[src/rtl/ifdc_tagger.sv]
module ifdc_tagger #(
  parameter int DW    = 16,
  parameter int TAPS  = 8,
  parameter int SHIFT = 3,
  parameter int GW    = 12,
  parameter int TW    = 32,
  parameter int AW    = 16,
  parameter int PW    = 2,
  parameter int DECW  = 4
) (
  input  logic                 clk,
  input  logic                 rst_n,
  input  logic                 adc_valid,
  input  logic signed [DW-1:0] adc_data,
  input  logic                 trig,
  input  logic [TW-1:0]        time_in,
  input  logic [AW-1:0]        az_in,
  input  logic [AW-1:0]        el_in,
  input  logic [PW-1:0]        pol_in,
  input  logic [DECW-1:0]      decim,
  input  logic                 out_ready,
  output logic                 out_valid,
  output logic signed [DW-1:0] out_i,
  output logic signed [DW-1:0] out_q,
  output logic [GW-1:0]        out_gate,
  output logic [TW-1:0]        out_time,
  output logic [AW-1:0]        out_az,
  output logic [AW-1:0]        out_el,
  output logic [PW-1:0]        out_pol
);

  localparam int ACCW = DW + 2*$clog2(TAPS) + 2;
  localparam int HALF = TAPS / 2;
  localparam int MAXI = 2**(DW-1) - 1;
  localparam int MINI = -(2**(DW-1));

  function automatic logic signed [DW-1:0] neg_sat(input logic signed [DW-1:0] v);
    if (v == DW'(MINI)) return DW'(MAXI);
    return -v;
  endfunction

  function automatic logic signed [ACCW-1:0] coef(input int k);
    int m;
    m = (k < TAPS-1-k) ? k : TAPS-1-k;
    return ACCW'(m + 1);
  endfunction

  function automatic logic signed [DW-1:0] clip(input logic signed [ACCW-1:0] v);
    if (v > $signed(ACCW'(MAXI))) return DW'(MAXI);
    if (v < $signed(ACCW'(MINI))) return DW'(MINI);
    return v[DW-1:0];
  endfunction

  logic                 armed;
  logic [1:0]           phase;
  logic [DECW-1:0]      dcnt;
  logic [GW-1:0]        gate_cnt;
  logic [TW-1:0]        lat_time;
  logic [AW-1:0]        lat_az, lat_el;
  logic [PW-1:0]        lat_pol;
  logic signed [DW-1:0] dli [TAPS];
  logic signed [DW-1:0] dlq [TAPS];
  logic signed [DW-1:0] tap_i [TAPS];
  logic signed [DW-1:0] tap_q [TAPS];
  logic signed [DW-1:0] mix_i, mix_q, y_i, y_q;
  logic signed [ACCW-1:0] acc_i, acc_q;
  logic [DECW-1:0]      dec_eff;
  logic                 take, emit;

  assign take    = armed && adc_valid && !trig;
  assign dec_eff = (decim == '0) ? DECW'(1) : decim;
  assign emit    = take && (({1'b0, dcnt} + 1'b1) >= {1'b0, dec_eff});

  always_comb begin
    mix_i = '0;
    mix_q = '0;
    case (phase)
      2'd0: mix_i = adc_data;
      2'd1: mix_q = neg_sat(adc_data);
      2'd2: mix_i = neg_sat(adc_data);
      default: mix_q = adc_data;
    endcase
  end

  assign tap_i[0] = mix_i;
  assign tap_q[0] = mix_q;
  for (genvar k = 1; k < TAPS; k++) begin : g_tap
    assign tap_i[k] = dli[k-1];
    assign tap_q[k] = dlq[k-1];
  end

  always_comb begin
    acc_i = '0;
    acc_q = '0;
    for (int k = 0; k < HALF; k++) begin
      acc_i += coef(k) * (ACCW'(tap_i[k]) + ACCW'(tap_i[TAPS-1-k]));
      acc_q += coef(k) * (ACCW'(tap_q[k]) + ACCW'(tap_q[TAPS-1-k]));
    end
  end

  assign y_i = clip(acc_i >>> SHIFT);
  assign y_q = clip(acc_q >>> SHIFT);

  always_ff @(posedge clk) begin
    if (!rst_n) begin
      armed    <= 1'b0;
      phase    <= '0;
      dcnt     <= '0;
      gate_cnt <= '0;
      lat_time <= '0;
      lat_az   <= '0;
      lat_el   <= '0;
      lat_pol  <= '0;
      for (int k = 0; k < TAPS; k++) begin
        dli[k] <= '0;
        dlq[k] <= '0;
      end
    end else if (trig) begin
      armed    <= 1'b1;
      phase    <= '0;
      dcnt     <= '0;
      gate_cnt <= '0;
      lat_time <= time_in;
      lat_az   <= az_in;
      lat_el   <= el_in;
      lat_pol  <= pol_in;
      for (int k = 0; k < TAPS; k++) begin
        dli[k] <= '0;
        dlq[k] <= '0;
      end
    end else if (take) begin
      phase <= phase + 2'd1;
      dcnt  <= emit ? '0 : dcnt + 1'b1;
      if (emit) gate_cnt <= gate_cnt + 1'b1;
      for (int k = 0; k < TAPS; k++) begin
        dli[k] <= tap_i[k];
        dlq[k] <= tap_q[k];
      end
    end
  end

  always_ff @(posedge clk) begin
    if (!rst_n) begin
      out_valid <= 1'b0;
      out_i     <= '0;
      out_q     <= '0;
      out_gate  <= '0;
      out_time  <= '0;
      out_az    <= '0;
      out_el    <= '0;
      out_pol   <= '0;
    end else if (emit && (!out_valid || out_ready)) begin
      out_valid <= 1'b1;
      out_i     <= y_i;
      out_q     <= y_q;
      out_gate  <= gate_cnt;
      out_time  <= lat_time;
      out_az    <= lat_az;
      out_el    <= lat_el;
      out_pol   <= lat_pol;
    end else if (out_ready) begin
      out_valid <= 1'b0;
    end
  end

  AST_IDLE_UNARMED: assert property (@(posedge clk) disable iff (!rst_n)
    !armed |-> !out_valid);
  AST_GATE_STEADY: assert property (@(posedge clk) disable iff (!rst_n)
    (!emit && !trig) |=> $stable(gate_cnt));
  AST_TAGS_HELD: assert property (@(posedge clk) disable iff (!rst_n)
    (armed && !trig) |=> ($stable(lat_az) && $stable(lat_el) && $stable(lat_pol) && $stable(lat_time)));
  AST_WORD_HELD: assert property (@(posedge clk) disable iff (!rst_n)
    (out_valid && !out_ready) |=> (out_valid && $stable(out_i) && $stable(out_q) && $stable(out_gate)));
  AST_VALID_FALL: assert property (@(posedge clk) disable iff (!rst_n)
    (out_valid && out_ready && !emit) |=> !out_valid);

endmodule

[config.mk]
export PLATFORM = sky130hd
export DESIGN_NAME = ifdc_tagger
export DESIGN_NICKNAME = d
export VERILOG_FILES = /design/src/rtl/ifdc_tagger.sv
export SDC_FILE = /design/constraint.sdc
export NUM_CORES = 1
export LEC_CHECK = 0
export BUFFER_PORTS_ARGS = -buffer_cell sky130_fd_sc_hd__buf_2
export CAP_MARGIN = 20
export CORE_ASPECT_RATIO = 0.6
export CORE_MARGIN = 4
export CORE_UTILIZATION = 65
export CTS_BUF_LIST = sky130_fd_sc_hd__clkbuf_4 sky130_fd_sc_hd__clkbuf_8
export DETAILED_ROUTE_END_ITERATION = 10
export GPL_TIMING_DRIVEN = 0
export PLACE_DENSITY_LB_ADDON = 0.2
export SETUP_SLACK_MARGIN = 0.02
export SLEW_MARGIN = 40
export SYNTH_ARGS = -nofsm -noshare
export SYNTH_HDL_FRONTEND = slang
export SYNTH_SLANG_ARGS = --single-unit
[constraint.sdc]
create_clock -name clk -period 11.4 [get_ports clk]
set_input_delay 0.57 -clock clk [delete_from_list [all_inputs] [get_ports clk]]
set_output_delay 0.57 -clock clk [all_outputs]
set_load 0.03 [all_outputs]
* Word-level counts from Yosys, hierarchy flattened *
Memories as Yosys holds them, arrays and structs flattened.
Index checks and enable logic that the tools add are counted.
Widths: inputs -> output; s select.

word-level totals
  register bits = 196
  bits in writable memories = 256
  input bits = 91
  output and inout bits = 111
  word-level logic and storage cells = 159
  memories = 2

memory list
  memory  words  width  rd ports  clocked after memory_dff  write ports  line  source
  dli     8      16     7         0                         8            61    logic signed [DW-1:0] dli [TAPS];
  dlq     8      16     7         0                         8            62    logic signed [DW-1:0] dlq [TAPS];

cells by class
  add/sub/neg operators = 19
  multipliers = 2
  $lt $le $gt $ge = 5
  equal/unequal tests = 3
  multiplexer cells = 66
  bitwise logic cells = 33
  reductions and logical operators = 13

operator list
  cell                   number
  $mux 16                43
  $add 16x16->17         8
  $pmux 16 s2            2
  $add 21x19->22         2
  $add 19x20->21         2
  $mul 3x17->20 const A  2
  $add 17x18->19         2
  $gt 19x16->1 const B   2
  $lt 19x16->1 const B   2
  $or 1x1->1             32
  $mux 1                 19
  $eq 16x16->1 const B   1
  $neg 16->16            1
  $add 12x1->12 const B  1
  $mux 4                 2
  $add 4x1->5 const B    1
  $ge 5x4->1             1
  $add 4x1->4 const B    1
  $logic_and 1x1->1      4
  $logic_not 4->1        1
  $reduce_or 2->1        2
  $add 2x1->2 const B    1
  $eq 2x1->1 const B     1
  $eq 2x2->1 const B     1
  6 further kinds        7

* Longest topological paths before layout *
  word-level depth = 14
  gate-level depth with buffers = 32
  mapped depth without buffers = 29

* Least setup slack after synthesis *
Ideal clock, no wire load.

  kind = input to register
  start point = input adc_data[0]
  end point = register out_q[10]
  library setup time = 0.119 ns
  data arrival time = 7.177 ns
  required time = 11.281 ns
  slack = 4.105 ns
  stages = 27
  path buffers = 3
  cell sequence = inv_1 -> ha_1 -> nor3b_2 -> and2_1 -> nand3b_1 -> or4b_1 -> clkbuf_1 -> clkbuf_1 -> a21oi_1 -> nor2_1 -> a21oi_1 -> fa_1 -> fa_1 -> fa_1 -> inv_1 -> fa_1 -> inv_1 -> ha_1 -> and4_4 -> and3_4 -> or3b_4 -> o2111a_1 -> or4_4 -> a211oi_2 -> a21boi_2 -> buf_6 -> o221a_1

between the ends
  word-level cells in the longest chain between the ends = 14
  elaborated cells on any way between the ends = 18
  classes of those cells = add/sub: 5; order compare: 2; eq/ne: 1; mux: 10

ends and longest elaborated chain
  item                                                                 line  source
  start, declared                                                      14    input logic signed [DW-1:0] adc_data,
  parallel branches: the longest is 4 deep, another holds $neg 16->16  -
  $pmux 16 s2 *                                                        77    case (phase)
  $add 16x16->17 *                                                     97    acc_q += coef(k) * (ACCW'(tap_q[k]) + ACCW'(tap_q[TAPS-1-k]));
  $add 17x18->19 *                                                     97
  $add 19x20->21 *                                                     97
  $add 21x19->22 *                                                     97
  $lt 19x16->1                                                         50    if (v < $signed(ACCW'(MINI))) return DW'(MINI);
  $mux 1 (2 in a row)                                                  50
  $mux 16                                                              51    return v[DW-1:0];
  $mux 16 *                                                            50
  end signal, assigned                                                 155   out_q <= y_q;
  end, declared                                                        24    output logic signed [DW-1:0] out_q,

Every way passes the cells marked *. The select of a mux whose other input is x is not followed.
A chain may end at the register's enable or synchronous reset.

==> run_results.csv <==
group,metric,value,unit
status,status,"finished, final reports clean",
logic_synthesis,syn-cell-area,26300,µm²
logic_synthesis,synthFlopType,"dfxtp_1",
detailed_routing,wl_met3,9547,µm
detailed_routing,first_pass_iters,10,
grt,grt_pass1_wl,114800,µm
floorplan,row_count,56,
logic_synthesis,synth_area_leaders,"edfxtp_1, dfxtp_1, fa_1, ha_1, and2_1",
clock_tree,cts.sinks,420,
floorplan,core-area,39520,µm²
logic_synthesis,yosys.cell_types.count,75,
placed_design,place_area,28020,µm²
setup_path,slowest_stage,"o31ai_1",
clock_tree,clk_latency,0.64,ns
setup_path,cpPeakStageDelay,0.58,ns
clock_tree,cts_hold_buf,0,
placed_design,gp_congestion,1.013,
logic_synthesis,netlist.top_cell.by_area,"edfxtp_1",
grt,antenna_found_initial,4,
cells_and_area,drive_gt1_share,12.34,%
logic_synthesis,yosys_warnings,0,
logic_synthesis,syn_inst,2625,
detailed_routing,wl_met1,33530,µm
sta,rsz0062_at_grt,"false",
floorplan,die_w,267.7,µm
detailed_routing,drc,0,
setup_path,rr_endpoint,"out_i[7]",
placed_design,place_hpwl,59290,µm
detailed_routing,top_layer_used,"met5",
min_path,holdPathEnd,"lat_el[1]",
sta,fmax,115.4,MHz
clock_tree,clkTransAtPathRegs,0.06,ns
cells_and_area,multi_input_area,14750,µm²
setup_path,r2r_setup_slack,2.73,ns
placed_design,port_buffers,196,
sta,final.min_clock_period,8.666,ns
logic_synthesis,synth_nets,3051,
detailed_routing,routed-wl-met2,30160,µm
sta,post-route-period-util,76.02,%
floorplan,die_h,163.8,µm
detailed_routing,wl_per_cell,21.61,µm
logic_synthesis,yosysTopAreaCellShare,21.92,%
setup_path,ff2ff_path_depth,29,
setup_path,critical_path_class,"flip-flop to flip-flop",
logic_synthesis,async_flop_share,0,%
setup_path,crit_arrival,9.17,ns
sta,finalSetupViolations,0,
clock_tree,ctsResizeCount,0,
logic_synthesis,synth-seq-area-share,39.28,%
detailed_routing,vias,20862,
floorplan,ios,202,
floorplan,fp.dieArea,43850,µm²
min_path,hp-class,"primary input to flip-flop",
min_path,min-delay-start,"el_in[1]",
clock_tree,post-cts-setup-buffers,0,
detailed_routing,antenna_left,0,
setup_path,end_kind,"flip-flop",
cells_and_area,stdcell_area,29400,µm²
power_and_ir_drop,ir_drop,0.1645,mV
detailed_routing,drtIter0Drc,2360,
grt,grt-ovfl-total,0,
power_and_ir_drop,p_leak,13.48,nW
logic_synthesis,synth-edff-count,192,
clock_tree,cts_buffers,66,
min_path,hold_path_depth,3,
grt,grt_pass1_vias,20403,
cells_and_area,seqCellArea,10330,µm²
power_and_ir_drop,power_density,189.3,nW/µm²
sta,slew_headroom,40.35,%
floorplan,start_util,66.55,%
cells_and_area,area_growth_syn_to_layout,11.80,%
placed_design,place_inst,3346,
clock_tree,htreeDepth,3,
sta,slew_viol_final,0,
detailed_routing,via_per_inst,6.017,
setup_path,reg2reg_from,"dli[1][0]",
sta,hold_viol_final,0,
logic_synthesis,ys_ff_latch,420,
grt,track_usage,34.09,%
setup_path,start_kind,"flip-flop",
sta,holdWs,0.2051,ns
clock_tree,root_buffer,"clkbuf_8",
setup_path,crit_required,11.91,ns
cells_and_area,layout.cells.non_filler,3467,
grt,grt_max_degree,44,
logic_synthesis,synth.most_common_cell,"nand2_1",
logic_synthesis,synth_common_cells,"nand2_1, dfxtp_1, inv_1",
cells_and_area,n_fill_cell,2824,
detailed_routing,routed_wirelength,74910,µm
sta,clock_skew,0.03190,ns
cells_and_area,nets,3318,
logic_synthesis,syn_avg_cell_area,10.02,µm²
setup_path,worstPathMaxFanout,10,
clock_tree,clockBufferDepth,3,
sta,setup_tns,0,ns
clock_tree,tritoncts,"done",
sta,tightest_slew,0.8948,ns
job,cap_violations,0,
[metrics by stage]
step                setup slack [ns]  total power, mW  utilization [%]
finish                         2.734            5.565            74.41
CTS                            2.936            5.526            74.39
detailed placement             2.560            4.170            70.92
global route                   2.279            5.925            74.40
floorplan                      4.105            3.511                -
global placement               2.719            4.090            70.69
[per-layer routing]
layer,up-vias,GRT usage (%)
li1,9566,-
met1,10002,50.82
met2,1151,47.89
met3,139,11.48
met4,4,8.661
met5,-,0
[cells in the final DEF (no fill, tap or decap), types with 11 or more instances in the layout]
cell type,count
fa_1,144
nor2b_1,88
a22oi_1,27
nand2_1,248
o21ai_0,77
o221a_2,18
and2_1,193
nand3_1,40
or3_1,19
xnor2_1,73
nor2_1,149
a21boi_0,89
mux2i_1,69
ha_1,191
a21o_1,44
edfxtp_1,192
nor3_1,58
dfxtp_1,228
xor2_1,41
clkbuf_1,94
inv_1,222
clkbuf_4,26
a21oi_1,119
clkbuf_8,75
buf_1,11
and3_1,13
buf_2,196
nand2b_1,13
[worst max-delay path, delay by kind of cell, from the launching register on]
kind            cells  cell delay, ns
flops               1            0.41
simple gates        2            0.37
buf+inv             5            0.75
compound gates     14            4.13
fa+ha+maj           7            2.72
xor+xnor            1            0.16
[report_power, final]
group	switching [mW]	internal, mW
registers	0.0328	1.63
clock network	0.634	0.719
logic	1.54	1.02
[how the worst max path moves through the flow]
stage	from	endpoint	depth (start not counted)
6_report	dli[1][0]	out_i[7]	29
5_1_grt	dli[1][0]	out_i[7]	29
4_1_cts	dli[1][0]	out_i[7]	29
3_5_place_dp	adc_data[1]	out_i[10]	27
3_3_place_gp	adc_data[1]	out_i[5]	31
2_1_floorplan	adc_data[0]	out_q[10]	27
[cell type report]
class                      instances  share of cell area, %
multi-input combinational       1876                  50.16
inverter                         222                  2.834
tap                              522                  2.221
clock buffer                     101                  4.174
antenna                            3                0.02553
timing repair buffer             199                  3.540
clock inverter                    17                 0.4936
buffer                           107                  1.417
sequential                       420                  35.13
[kinds of logic after synthesis]
logic type	synth area share, %
simple gates	16.41
fa+ha+maj	20.05
xor+xnor	3.796
buf+inv	4.753
flops	39.28
compound gates	13.09
mux	2.626
[flip-flops by register name, summed over array words and instances, names as in the netlist]
register and cells:
dli 112, dlq 112, lat_time 32, out_time 32, lat_az 16, lat_el 16, out_az 16, out_el 16
out_i 16, out_q 16, gate_cnt 12, out_gate 12, dcnt 4, lat_pol 2, out_pol 2, phase 2
armed 1, out_valid 1
Power figures use the tool's default switching activity.
